===== src/rtl/mcrst_pkg.sv =====
package mcrst_pkg;
  localparam int unsigned NUM_REGS   = 18;
  localparam int unsigned IX_CTRL    = 0;
  localparam int unsigned IX_RSTAT   = 2;
  localparam int unsigned IX_IMASK   = 6;
  localparam int unsigned IX_GPR1    = 8;
  localparam logic [31:0] CTRL_INIT  = 32'h0000_0521;
  localparam logic [31:0] RSTAT_INIT = 32'h0000_0001;
  localparam logic [31:0] IMASK_INIT = 32'h0000_001F;
  localparam int unsigned B_CORE_RST = 13;  // core k reset at 13+k
  localparam int unsigned B_CORE_EN  = 21;  // core k enable at 21+k, k>=1
  localparam int unsigned B_PSRST0   = 3;
  localparam int unsigned B_PSRST1   = 12;

  function automatic logic [31:0] init_value(int unsigned idx);
    if (idx == IX_RSTAT)      return RSTAT_INIT;
    else if (idx == IX_IMASK) return IMASK_INIT;
    else                      return 32'h0;
  endfunction
endpackage


===== src/rtl/mcrst_regbank.sv =====
module mcrst_regbank
  import mcrst_pkg::*;
#(
  parameter int unsigned NREG = NUM_REGS,
  parameter int unsigned IW   = 10
) (
  input  logic                       clk,
  input  logic                       rst_n,
  input  logic                       wr_en,
  input  logic [IW-1:0]              wr_idx,
  input  logic [31:0]                wdata,
  output logic [NREG-1:0][31:0]      words
);
  assign words[0] = 32'h0;  // control word lives in the control unit

  for (genvar i = 1; i < NREG; i++) begin : g_word
    logic        we;
    logic [31:0] word_q;
    assign we = wr_en && (wr_idx == IW'(i));
    always_ff @(posedge clk or negedge rst_n) begin
      if (!rst_n)  word_q <= init_value(i);
      else if (we) word_q <= wdata;
    end
    assign words[i] = word_q;
  end
endmodule


===== src/rtl/mcrst_ctl_unit.sv =====
module mcrst_ctl_unit
  import mcrst_pkg::*;
#(
  parameter int unsigned NCORE = 4
) (
  input  logic             clk,
  input  logic             rst_n,
  input  logic             wr_ctrl,
  input  logic [31:0]      wdata,
  input  logic [NCORE-1:0] core_ack,
  output logic [31:0]      ctrl_q,
  output logic [NCORE-1:0] en_tog,
  output logic [NCORE-1:0] core_rst_pulse,
  output logic [1:0]       periph_srst
);
  logic [31:0]      chg, ctrl_d;
  logic [NCORE-1:0] rst_req, new_req, pend_q, pend_d, clr_ok;
  logic [1:0]       psr_d;
  logic             ctrl_ce;

  always_comb begin
    chg = ctrl_q ^ wdata;
    for (int k = 0; k < NCORE; k++) begin
      en_tog[k]  = (k != 0) && wr_ctrl && chg[B_CORE_EN + k];
      rst_req[k] = wr_ctrl && chg[B_CORE_RST + k] && !en_tog[k];
    end
    new_req = rst_req | en_tog;
    clr_ok  = pend_q & core_ack & ~new_req;
    ctrl_d  = ctrl_q;
    if (wr_ctrl) begin
      ctrl_d           = wdata;
      ctrl_d[B_PSRST0] = 1'b0;
      ctrl_d[B_PSRST1] = 1'b0;
    end
    for (int k = 0; k < NCORE; k++)
      if (clr_ok[k]) ctrl_d[B_CORE_RST + k] = 1'b0;
    ctrl_ce = wr_ctrl || (|(pend_q & core_ack));
    pend_d  = new_req | (pend_q & ~core_ack);
    psr_d   = {wr_ctrl && wdata[B_PSRST1], wr_ctrl && wdata[B_PSRST0]};
  end

  always_ff @(posedge clk or negedge rst_n) begin
    if (!rst_n)       ctrl_q <= CTRL_INIT;
    else if (ctrl_ce) ctrl_q <= ctrl_d;
  end

  always_ff @(posedge clk or negedge rst_n) begin
    if (!rst_n) begin
      pend_q         <= '0;
      core_rst_pulse <= '0;
      periph_srst    <= '0;
    end else begin
      pend_q         <= pend_d;
      core_rst_pulse <= rst_req;
      periph_srst    <= psr_d;
    end
  end
endmodule


===== src/rtl/mcrst_boot_latch.sv =====
module mcrst_boot_latch (
  input  logic        clk,
  input  logic        rst_n,
  input  logic        capture,
  input  logic [31:0] entry_in,
  input  logic [31:0] arg_in,
  output logic [31:0] entry_q,
  output logic [31:0] arg_q
);
  always_ff @(posedge clk or negedge rst_n) begin
    if (!rst_n) begin
      entry_q <= '0;
      arg_q   <= '0;
    end else if (capture) begin
      entry_q <= entry_in;
      arg_q   <= arg_in;
    end
  end
endmodule


===== src/rtl/mcrst_top.sv =====
module mcrst_top
  import mcrst_pkg::*;
#(
  parameter int unsigned NCORE = 4,
  parameter int unsigned IW    = 10
) (
  input  logic                     clk,
  input  logic                     rst_n,
  input  logic                     bus_sel,
  input  logic                     bus_wr,
  input  logic [11:2]              bus_addr,
  input  logic [31:0]              bus_wdata,
  output logic [31:0]              bus_rdata,
  input  logic [NCORE-1:0]         core_ack,
  output logic [NCORE-1:0]         core_rst_pulse,
  output logic [NCORE-1:1]         core_en,
  output logic [(NCORE-1)*32-1:0]  core_entry,
  output logic [(NCORE-1)*32-1:0]  core_arg,
  output logic [1:0]               periph_srst
);
  localparam int unsigned SW = $clog2(NUM_REGS);

  logic [IW-1:0]               idx;
  logic                        in_range, wr_ctrl, wr_plain;
  logic [31:0]                 ctrl_q;
  logic [NCORE-1:0]            en_tog;
  logic [NUM_REGS-1:0][31:0]   words;

  assign idx      = bus_addr;
  assign in_range = (idx < IW'(NUM_REGS));
  assign wr_ctrl  = bus_sel && bus_wr && (idx == IW'(IX_CTRL));
  assign wr_plain = bus_sel && bus_wr && in_range && (idx != IW'(IX_CTRL));

  mcrst_regbank #(.NREG(NUM_REGS), .IW(IW)) u_bank (
    .clk(clk), .rst_n(rst_n), .wr_en(wr_plain), .wr_idx(idx),
    .wdata(bus_wdata), .words(words)
  );

  mcrst_ctl_unit #(.NCORE(NCORE)) u_ctl (
    .clk(clk), .rst_n(rst_n), .wr_ctrl(wr_ctrl), .wdata(bus_wdata),
    .core_ack(core_ack), .ctrl_q(ctrl_q), .en_tog(en_tog),
    .core_rst_pulse(core_rst_pulse), .periph_srst(periph_srst)
  );

  for (genvar k = 1; k < NCORE; k++) begin : g_core
    logic cap;
    assign cap        = en_tog[k] && bus_wdata[B_CORE_EN + k];
    assign core_en[k] = ctrl_q[B_CORE_EN + k];
    mcrst_boot_latch u_latch (
      .clk(clk), .rst_n(rst_n), .capture(cap),
      .entry_in(words[IX_GPR1 + 2*k]), .arg_in(words[IX_GPR1 + 2*k + 1]),
      .entry_q(core_entry[(k-1)*32 +: 32]), .arg_q(core_arg[(k-1)*32 +: 32])
    );
  end

  always_comb begin
    bus_rdata = 32'h0;
    if (in_range) begin
      if (idx == IW'(IX_CTRL)) bus_rdata = ctrl_q;
      else                     bus_rdata = words[idx[SW-1:0]];
    end
  end
endmodule


===== config.mk =====
export PLATFORM = sky130hd
export DESIGN_NAME = mcrst_top
export DESIGN_NICKNAME = d
export VERILOG_FILES = /design/src/rtl/mcrst_pkg.sv /design/src/rtl/mcrst_regbank.sv /design/src/rtl/mcrst_ctl_unit.sv /design/src/rtl/mcrst_boot_latch.sv /design/src/rtl/mcrst_top.sv
export SDC_FILE = /design/constraint.sdc
export NUM_CORES = 1
export LEC_CHECK = 0
export ABC_AREA = 1
export BUFFER_PORTS_ARGS = -buffer_cell sky130_fd_sc_hd__buf_2
export CORE_UTILIZATION = 40
export CTS_BUF_LIST = sky130_fd_sc_hd__clkbuf_16
export CTS_CLUSTER_DIAMETER = 50
export DETAILED_ROUTE_END_ITERATION = 6
export PLACE_DENSITY = 0.58
export SLEW_MARGIN = 20
export SYNTH_ARGS = -nofsm -noshare
export SYNTH_HDL_FRONTEND = slang
export SYNTH_SLANG_ARGS = --single-unit

===== constraint.sdc =====
create_clock -name clk -period 1.5 [get_ports clk]
set_input_delay 0.15 -clock clk [delete_from_list [all_inputs] [get_ports clk]]
set_output_delay 0.15 -clock clk [all_outputs]
set_load 0.01 [all_outputs]

Word level (Yosys, flattened, before mapping)
Index checks and enable logic that the tools add are counted.
{ "word_totals": {"ff_bits": 776, "inputBits": 50, "output_inout_bits": 233, "wordCells": 119} }
{ "classes": {"magnitude_cmp": 2, "eq_ne": 17, "n_mux": 9, "bitwise": 8, "n_reduce_logical": 52} }
{ "ops": {"columns": ["op", "n"], "rows": [
  ["binary-select mux 32 bit (select 5 bit)", 1],
  ["two-way mux 32 bit", 3],
  ["equality test 10 x 4 -> 1 bit, second input constant", 8],
  ["equality test 10 x 3 -> 1 bit, second input constant", 4],
  ["logical AND 1 bit", 36],
  ["bitwise XOR 25 bit", 1],
  ["equality test 10 x 2 -> 1 bit, second input constant", 2],
  ["equality test 10 x 5 -> 1 bit, second input constant", 2],
  ["two-way mux 17 bit", 1],
  ["bitwise AND 4 bit", 3],
  ["equality test 10 x 1 -> 1 bit, second input constant", 1],
  ["zero test 10 bit", 1],
  ["< comparator 10 x 5 -> 1 bit, second input constant", 1],
  ["AND reduction 2 bit", 5],
  ["nonzero test 10 bit", 1],
  ["inverter 4 bit", 2],
  ["OR 4 bit", 2],
  ["nonzero test 2 bit", 4],
  ["< comparator 5 x 6 -> 1 bit, second input constant", 1],
  ["two-way mux 1 bit", 4],
  ["OR reduction 4 bit", 1],
  ["zero test 1 bit", 3],
  ["logical OR 1 bit", 1]
]} }

Logic depth before layout (Yosys ltp)
Gate-level depths: netlist (run 1).
{ "depth": {"ltp_word": 10, "ltp_mapped": 12, "ltp_nobuf": 9} }

Hierarchy
Synthesis (run 1) repeated with hierarchy kept, for this count alone.
{ "unflattened": {"cells_unflattened": 5342, "area_unflattened_um2": 38549.5} }
{ "by_module_without_submodules": {"columns": ["mod", "n_inst", "cells_per_inst", "area_each_um2", "seq_area_each_um2"], "rows": [
  ["mcrst_regbank", 1, 2501, 21899.8, 13620.6],
  ["mcrst_top", 1, 1823, 7594.8, 0.0],
  ["mcrst_boot_latch", 3, 270, 2446.1, 1601.5],
  ["mcrst_ctl_unit", 1, 208, 1716.6, 1006.0]
]} }

Least setup slack after synthesis (run 1)
No wires, ideal clock.
{ "synth_timing": {"kind": "input-to-output", "start": "input bus_addr[2] (netlist name)", "end": "output bus_rdata[1]", "arrival_ns": 1.530, "t_required_ns": 1.350, "setup_slack_ns": -0.180, "path_stages": 12, "path_buffers": 3, "path_cell_list": "buf_2 inv_2 clkbuf_1 clkbuf_1 nand2_1 nand2_1 nand2_1 nand2_1 nand2_1 nand2_1 o21ai_0 a21oi_1"} }
{ "synth_via": {"elab_chain_len": 4} }
{ "synth_lines": {"columns": ["item", "line", "rtl"], "rows": [
  ["start: declaration", "mcrst_top.sv:11", "input logic [11:2] bus_addr,"],
  ["binary-select mux 32 bit (select 5 bit)", "mcrst_top.sv:60", "else bus_rdata = words[idx[SW-1:0]];"],
  ["two-way mux 32 bit (not written as such)", "mcrst_top.sv:60", null],
  ["two-way mux 32 bit", "mcrst_top.sv:59", "if (idx == IW'(IX_CTRL)) bus_rdata = ctrl_q;"],
  ["two-way mux 32 bit (*)", "mcrst_top.sv:58", "if (in_range) begin"],
  ["end: declaration", "mcrst_top.sv:13", "output logic [31:0] bus_rdata,"]
]} }
Mark *: on every way between the ends. The rest lies on a longest branch, timed or not. The select of a mux whose other input is x is not followed.

Worst setup path after layout (run 1)
{ "layout_timing": {"start": "register u_bank.g_word[12].word_q[4]", "end": "output bus_rdata[4]"} }
{ "layout_via": {"elab_chain_len": 4} }
{ "layout_lines": {"columns": ["item", "line", "rtl"], "rows": [
  ["start: declaration", "mcrst_regbank.sv:18", "logic [31:0] word_q;"],
  ["start signal: assignment", "mcrst_regbank.sv:21", "if (!rst_n) word_q <= init_value(i);"],
  ["start signal: assignment", "mcrst_regbank.sv:22", "else if (we) word_q <= wdata;"],
  ["binary-select mux 32 bit (select 5 bit)", "mcrst_top.sv:60", null],
  ["two-way mux 32 bit (not written as such)", "mcrst_top.sv:60", null],
  ["two-way mux 32 bit", "mcrst_top.sv:59", null],
  ["two-way mux 32 bit", "mcrst_top.sv:58", null]
]} }
Every way passes these cells. The select of a mux whose other input is x is not followed.

==> results of run 1 <==
## cells by family (layout without fill, tap and decap cells)
group | Yosys count | in the layout | synth area share (%)
buf+inv | 458 | 1181 | 5.23
flops | 776 | 776 | 52.7
other cells | 0 | 2 | 0
compound gates | 167 | 167 | 2.50
xor+xnor | 6 | 6 | 0.142
simple gates | 3558 | 3558 | 39.5
## final cells by class
type | instances | area (um2)
Fill cell | 8568 | 41500
Sequential cell | 776 | 19400
Multi-Input combinational cell | 3731 | 17100
Timing Repair Buffer | 937 | 8110
Clock buffer | 107 | 2680
Tap cell | 1186 | 1480
Clock inverter | 92 | 972
Inverter | 45 | 193
Antenna cell | 2 | 5.00
## Yosys cell counts
master / count
buf_4: 4
buf_6: 1
nand3_1: 826
nor2_2: 3
and3_1: 1
inv_1: 34
clkbuf_1: 213
nor2_4: 1
dfstp_2: 10
buf_2: 152
xnor2_1: 5
buf_1: 43
nor3b_1: 2
nand2_1: 2637
a22oi_1: 28
dfrtp_1: 766
nand3b_1: 1
nor4_2: 15
o21ai_0: 101
inv_2: 11
nand2_2: 1
xor2_1: 1
nor3_2: 2
nor2_1: 68
nor4_1: 1
a22o_1: 4
a21oi_1: 34
## power by group through the flow
stage | Clock, mW | Sequential [mW] | Combinational, mW
6_report | 26.1 | 21.0 | 2.84
5_1_grt | 27.3 | 20.9 | 2.96
4_1_cts | 26.4 | 21.0 | 2.77
3_5_place_dp | 0 | 21.3 | 2.62
3_3_place_gp | 0 | 21.3 | 2.62
2_1_floorplan | 0 | 21.3 | 0.775
## final timing paths
kind,from,end,cells past startpoint
min reg2reg,u_bank.g_word[6].word_q[1],u_bank.g_word[6].word_q[1],2
max,u_bank.g_word[12].word_q[4],bus_rdata[4],9
min,rst_n,u_bank.g_word[11].word_q[19],3
max reg2reg,u_ctl.ctrl_q[24],g_core[3].u_latch.arg_q[31],7
max in group asynchronous,rst_n,g_core[1].u_latch.arg_q[12],3
min in group clk,core_ack[2],u_ctl.pend_q[2],3
## state kept, by name, indices dropped and copies added, names as in the netlist
register / flops
u_ctl.core_rst_pulse: 4
u_ctl.periph_srst: 2
g_core.u_latch.arg_q: 96
u_ctl.ctrl_q: 30
u_bank.g_word.word_q: 544
u_ctl.pend_q: 4
g_core.u_latch.entry_q: 96
## metrics by stage
step / hold WS (ns) / setup slack [ns]
finish: 0.109 / -0.812
global route: 0.115 / -0.824
CTS: 0.0859 / -0.828
detailed placement: -0.00902 / -0.868
global placement: -0.00555 / -0.870
floorplan: -0.146 / -0.108
## cells in the final DEF, fill, tap and decap left out, types with 11 or more instances in the layout
master	instances
inv_1	25
clkinvlp_4	19
inv_6	19
inv_2	21
buf_2	266
o21ai_2	19
nor4_4	15
nor2_1	61
o21ai_0	55
bufinv_16	13
clkinv_4	11
nand2_1	2427
nand3_1	825
buf_6	25
nand2_4	60
clkinv_1	12
dfrtp_1	759
o21ai_4	24
a21oi_2	21
clkbuf_16	110
dlygate4sd3_1	38
buf_4	484
buf_12	119
nand2_2	150
a22oi_1	28
## timing repair
item                       in CTS  in global routing
pin swaps                     135                158
gates resized for setup       353                115
cloned                          0                  3
hold endpoints to repair     1105                  0
hold buffers                   38                  0
setup buffers                  19                 24
setup endpoints to repair      37                256
## worst max-delay path, cell delays in order (launching register included)
cell and delay, ns:
dfrtp_1 0.40, nand2_1 0.09, nand2_1 0.10, nand2_1 0.08, nand2_1 0.05, nand2_1 0.09
nand2_2 0.10, o21ai_2 0.32, a21oi_4 0.12, buf_6 0.14
## per-layer routing
| metal | global-route usage [%] | wire [um] |
|---|---|---|
| met1 | 42.9 | 61500 |
| met2 | 48.7 | 67200 |
| met3 | 5.62 | 12200 |
| met4 | 17.2 | 8520 |
| met5 | 0 | 0 |
==> summary.txt, run 1 <==
Pwr
  • Combinational Power Share: 5.7%
  • Leakage power: 28.0 nW
  • Sw Pwr: 12.6 mW
  • Reg power frac: 42.0%
  • P per Cell Area: 998 nW/um2
  • Switching power share of the total: 25.3%
  • Total power: 49.9 mW
  • Clock power frac: 52.3%
  • Worst vdd ir: 0.912 mV
  • Power Internal: 37.3 mW

Timing
  • Setup Skew: 0.0237 ns
  • Slew Limit Fails: 0
  • Worst Tran Pin Value: 0.662 ns
  • Final setup viols: 33
  • Max-slew headroom: 55.8%
  • Final critical-path required period: 2.31 ns
  • Fin crit share: 154%
  • RSZ-0062 raised after global routing: true
  • F_max: 0.433 GHz
  • Final hold viol count: 0
  • Total negative slack: -22.07 ns
  • Min setup slack post-route: -0.812 ns

Logic synthesis
  • Synth Net Count: 5015
  • Synth Cell Area: 36900 um2
  • #FFs+latches synth: 776
  • Top-area cell type share of the netlist area: 51.9%
  • Largest area contributor in the netlist: dfrtp_1
  • Area contributors post-synth: dfrtp_1 52%, nand2_1 27%, nand3_1 11%
  • Unique cell type count in the Yosys netlist: 27
  • Seq/Total Area, Yosys: 52.7%
  • Mapped Cells: 4965
  • Post-Syn Area per Cell: 7.43 um2
  • Synth warn: 0

Placed design
  • GPL Wtd Cong: 0.971
  • Placed cells: 6610
  • Placed Area: 44200 um2
  • Port Buf Inserts: 282
  • Hpwl dp: 102 mm

Global route
  • Vias in the first global route: 35262
  • Overall Global Routing Usage: 31.8%
  • Global-route wire length before repair: 225 mm
  • Largest net degree at the start of global routing: 102
  • Initial antenna violation count: 3
  • Grt total ovfl: 0

Floorplanning
  • Die W: 306 um
  • Die area: 93500 um2
  • Core area: 91500 um2
  • Initial Util: 40.3%
  • Rows: 111
  • Die Y: 306 um
  • Num ports: 283

Route
  • DR vias/cell: 5.33
  • DR pass1 iterations: 6
  • Routed len/inst: 21.7 um
  • First DRT Iteration DRCs: 4396
  • Antenna viol nets, final: 0
  • Final WL: 149 mm
  • # DRC: 0
  • Via count: 36645

Clocking
  • Clk root buf: clkbuf_16
  • Num CTS Buffers: 106
  • Clk sinks: 776
  • CTS max path bufs: 3
  • Worst-Skew Late Latency: 0.69 ns
  • Htree depth: 3
  • Reg clk slew, reported paths: 0.06 ns
  • CTS tree: yes

Setup path
  • CP max FO: 2
  • R2R setup slack: 0.01 ns
  • Crit. End Element: output pin
  • Worst EP arrival: 2.16 ns
  • WP data required: 1.35 ns
  • Startpoint Class: flip-flop
  • Setup Crit Path Kind: reg2out

Status
  • Outcome: finished, violations left
  • Failing checks: setup timing

Min path
  • Hold Crit Class: in2async

Final layout
  • Finished Core Util: 54.6%
  • Final #Nets: 5647
  • Fin cells: 6876
  • Final Cell Area: 50000 um2
  • Area growth syn-to-layout: 35.5%
  • Layout cells sized above 1: 25.3%

Run
  • Max-Cap Viols: 0
Power figures use the tool's default switching activity.
==> inputs of run 2 (changes only) <==
--- a/config.mk
+++ b/config.mk
@@ -15,4 +15,5 @@
 export SLEW_MARGIN = 20
 export SYNTH_ARGS = -nofsm -noshare
 export SYNTH_HDL_FRONTEND = slang
+export SYNTH_HIERARCHICAL = 1
 export SYNTH_SLANG_ARGS = --single-unit
==> run 2 against run 1 <==
Effect of this change:
- via count increased by 5.5%
- hold slack improved by 0.078 ns
- synthesized cell count increased by 7.6%
- setup slack improved by 0.024 ns
- global-route usage decreased by 0.60 points
- largest cell class unchanged
- the flow still finishes with violations (setup timing)
- non-clock buffer count increased by 46
- core utilization increased by 1.8 points
- sequential power about the same
- clock power decreased by 3%
- register-to-register slack got worse by 0.24 ns
- critical endpoint is now bus_rdata[5]
==> summary.txt, run 2 <==
Clocking
  • Clk root buf: clkbuf_16
  • Reg clk slew, reported paths: 0.06 ns
  • Htree depth: 3
  • Num CTS Buffers: 104
  • Clk sinks: 776
  • CTS max path bufs: 3
  • CTS tree: yes
  • Worst-Skew Late Latency: 0.68 ns

Timing
  • Slew Limit Fails: 0
  • Min setup slack post-route: -0.788 ns
  • Worst Tran Pin Value: 0.863 ns
  • Final setup viols: 573
  • Final critical-path required period: 2.29 ns
  • RSZ-0062 raised after global routing: true
  • Setup Skew: 0.0332 ns
  • Final hold viol count: 0
  • F_max: 0.437 GHz
  • Total negative slack: -107.03 ns
  • Max-slew headroom: 42.3%
  • Fin crit share: 153%

Floorplanning
  • Core area: 95200 um2
  • Initial Util: 40.5%
  • Die Y: 312 um
  • Die area: 97600 um2
  • Rows: 113
  • Num ports: 283
  • Die W: 312 um

Final layout
  • Highest-count cells in the layout ignoring fill and taps: 2434 x nand2_1, 766 x dfrtp_1, 674 x nand3_1
  • Storage cell area: 19400 um2
  • Area growth syn-to-layout: 39.2%
  • Final Cell Area: 53700 um2
  • Layout cells sized above 1: 26.3%
  • Final #Nets: 6087
  • Max reg flops: 544
  • Commonest non-fill, non-tap cell in the layout: nand2_1
  • Finished Core Util: 56.4%
  • Multi-input gate area: 17900 um2
  • Largest regs: u_bank/g_word.word_q x544, g_core.u_latch/arg_q x96, g_core.u_latch/entry_q x96
  • Biggest register: u_bank/g_word.word_q
  • Fillers: 8659

Logic synthesis
  • Mapped Cells: 5341
  • Synth Cell Area: 38500 um2
  • Post-Syn Area per Cell: 7.22 um2
  • Synth warn: 6

Setup path
  • CP cell instances: nand2_1 -> nand2_1 -> nand2_2 -> nand3_2 -> nand3_2 -> buf_6 -> nand2_4 -> nand2_1 -> a21oi_2 -> buf_2
  • Worst path most repeated cell: nand2_1
  • CP max stage cell: dfrtp_1
  • Setup Crit Path Kind: reg2out
  • RR Startpoint: u_ctl/ctrl_q[24]
  • CP peak stage delay: 0.35 ns
  • CP max FO: 2
  • Crit. End Element: output pin
  • Startpoint Class: flip-flop
  • WP data required: 1.35 ns
  • R2R setup slack: -0.23 ns
  • Worst EP arrival: 2.14 ns
  • Crit path launch: u_bank/g_word[13].word_q[5]

Route
  • # DRC: 0
  • First DRT Iteration DRCs: 4867
  • Via count: 38648
  • Final WL: 159 mm
  • Routed len/inst: 21.6 um
  • Antenna viol nets, final: 0
  • DR vias/cell: 5.23
  • DR pass1 iterations: 6

Min path
  • Min-delay src: bus_addr[9]
  • Hold Crit Class: in2reg

Placed design
  • Placed Area: 45300 um2
  • GPL Wtd Cong: 0.962
  • Port Buf Inserts: 282
  • Hpwl dp: 102 mm
  • DP Worst Slack: -0.850 ns

Global route
  • Initial antenna violation count: 1
  • Grt total ovfl: 0
  • Vias in the first global route: 36348
  • Global-route wire length before repair: 231 mm
  • Largest net degree at the start of global routing: 65
  • Overall Global Routing Usage: 31.2%

Run
  • Max-Cap Viols: 0

Pwr
  • Leakage power: 29.7 nW
  • P per Cell Area: 942 nW/um2
  • Worst vdd ir: 0.801 mV

Status
  • Outcome: finished, violations left
  • Failing checks: setup timing
-- run 2: report_power, final --
| part | internal (mW) | switching [mW] |
|---|---|---|
| combinational | 1.24 | 2.94 |
| clock | 15.2 | 10.1 |
| sequential | 21.0 | 0.0136 |
| total | 37.4 | 13.1 |
-- run 2: cell type report --
| cell class | instances | share of cell area (%) |
|---|---|---|
| inverters | 418 | 3.05 |
| diodes | 1 | 0.00466 |
| multi-input cells | 3753 | 33.3 |
| repair inverters | 1 | 0.0210 |
| clock buffers | 107 | 4.99 |
| flip-flops and latches | 776 | 36.2 |
| repair buffers | 983 | 18.0 |
| well taps | 1265 | 2.95 |
| clock inverters | 82 | 1.51 |
-- run 2: worst paths after layout --
path	cells after the start	end
max in group asynchronous	3	g_core[1].u_latch/arg_q[5]
worst max-delay path	10	bus_rdata[5]
worst max register to register	12	g_core[3].u_latch/entry_q[28]
worst min register to register	2	g_core[1].u_latch/entry_q[6]
min in group asynchronous	3	u_bank/g_word[15].word_q[18]
worst min-delay path	8	u_ctl/periph_srst[0]
-- run 2: per-stage QoR --
step	hold slack (ns)	std cells	total power, mW
after floorplan	-0.146	5373	22.7
after global placement	0.0585	7053	25.0
after detailed placement	0.0578	7053	25.0
after CTS	0.108	7333	50.5
after global routing	0.185	7386	51.8
final	0.187	7386	50.5
-- run 2: layer usage --
| layer | wire [um] | global-route usage, % | vias up |
|---|---|---|---|
| li1 | - | - | 17800 |
| met1 | 63800 | 41.7 | 18603 |
| met2 | 72400 | 48.8 | 1869 |
| met3 | 14300 | 5.61 | 376 |
| met4 | 8770 | 15.8 | 0 |
| met5 | 0 | 0 | - |
-- run 2: worst max-delay path: cells and delay by family (launching register included) --
kind            cells  cell delay, ns
flops               1            0.35
compound gates      1            0.20
simple gates        7            0.58
buf+inv             2            0.32
-- run 2: timing repair --
item,in CTS,in global routing
hold buffers,39,0
pin swaps,93,110
buffers inserted,37,31
hold endpoints to repair,1197,0
setup endpoints to repair,640,773
gates resized for setup,417,300
gates cloned,19,35
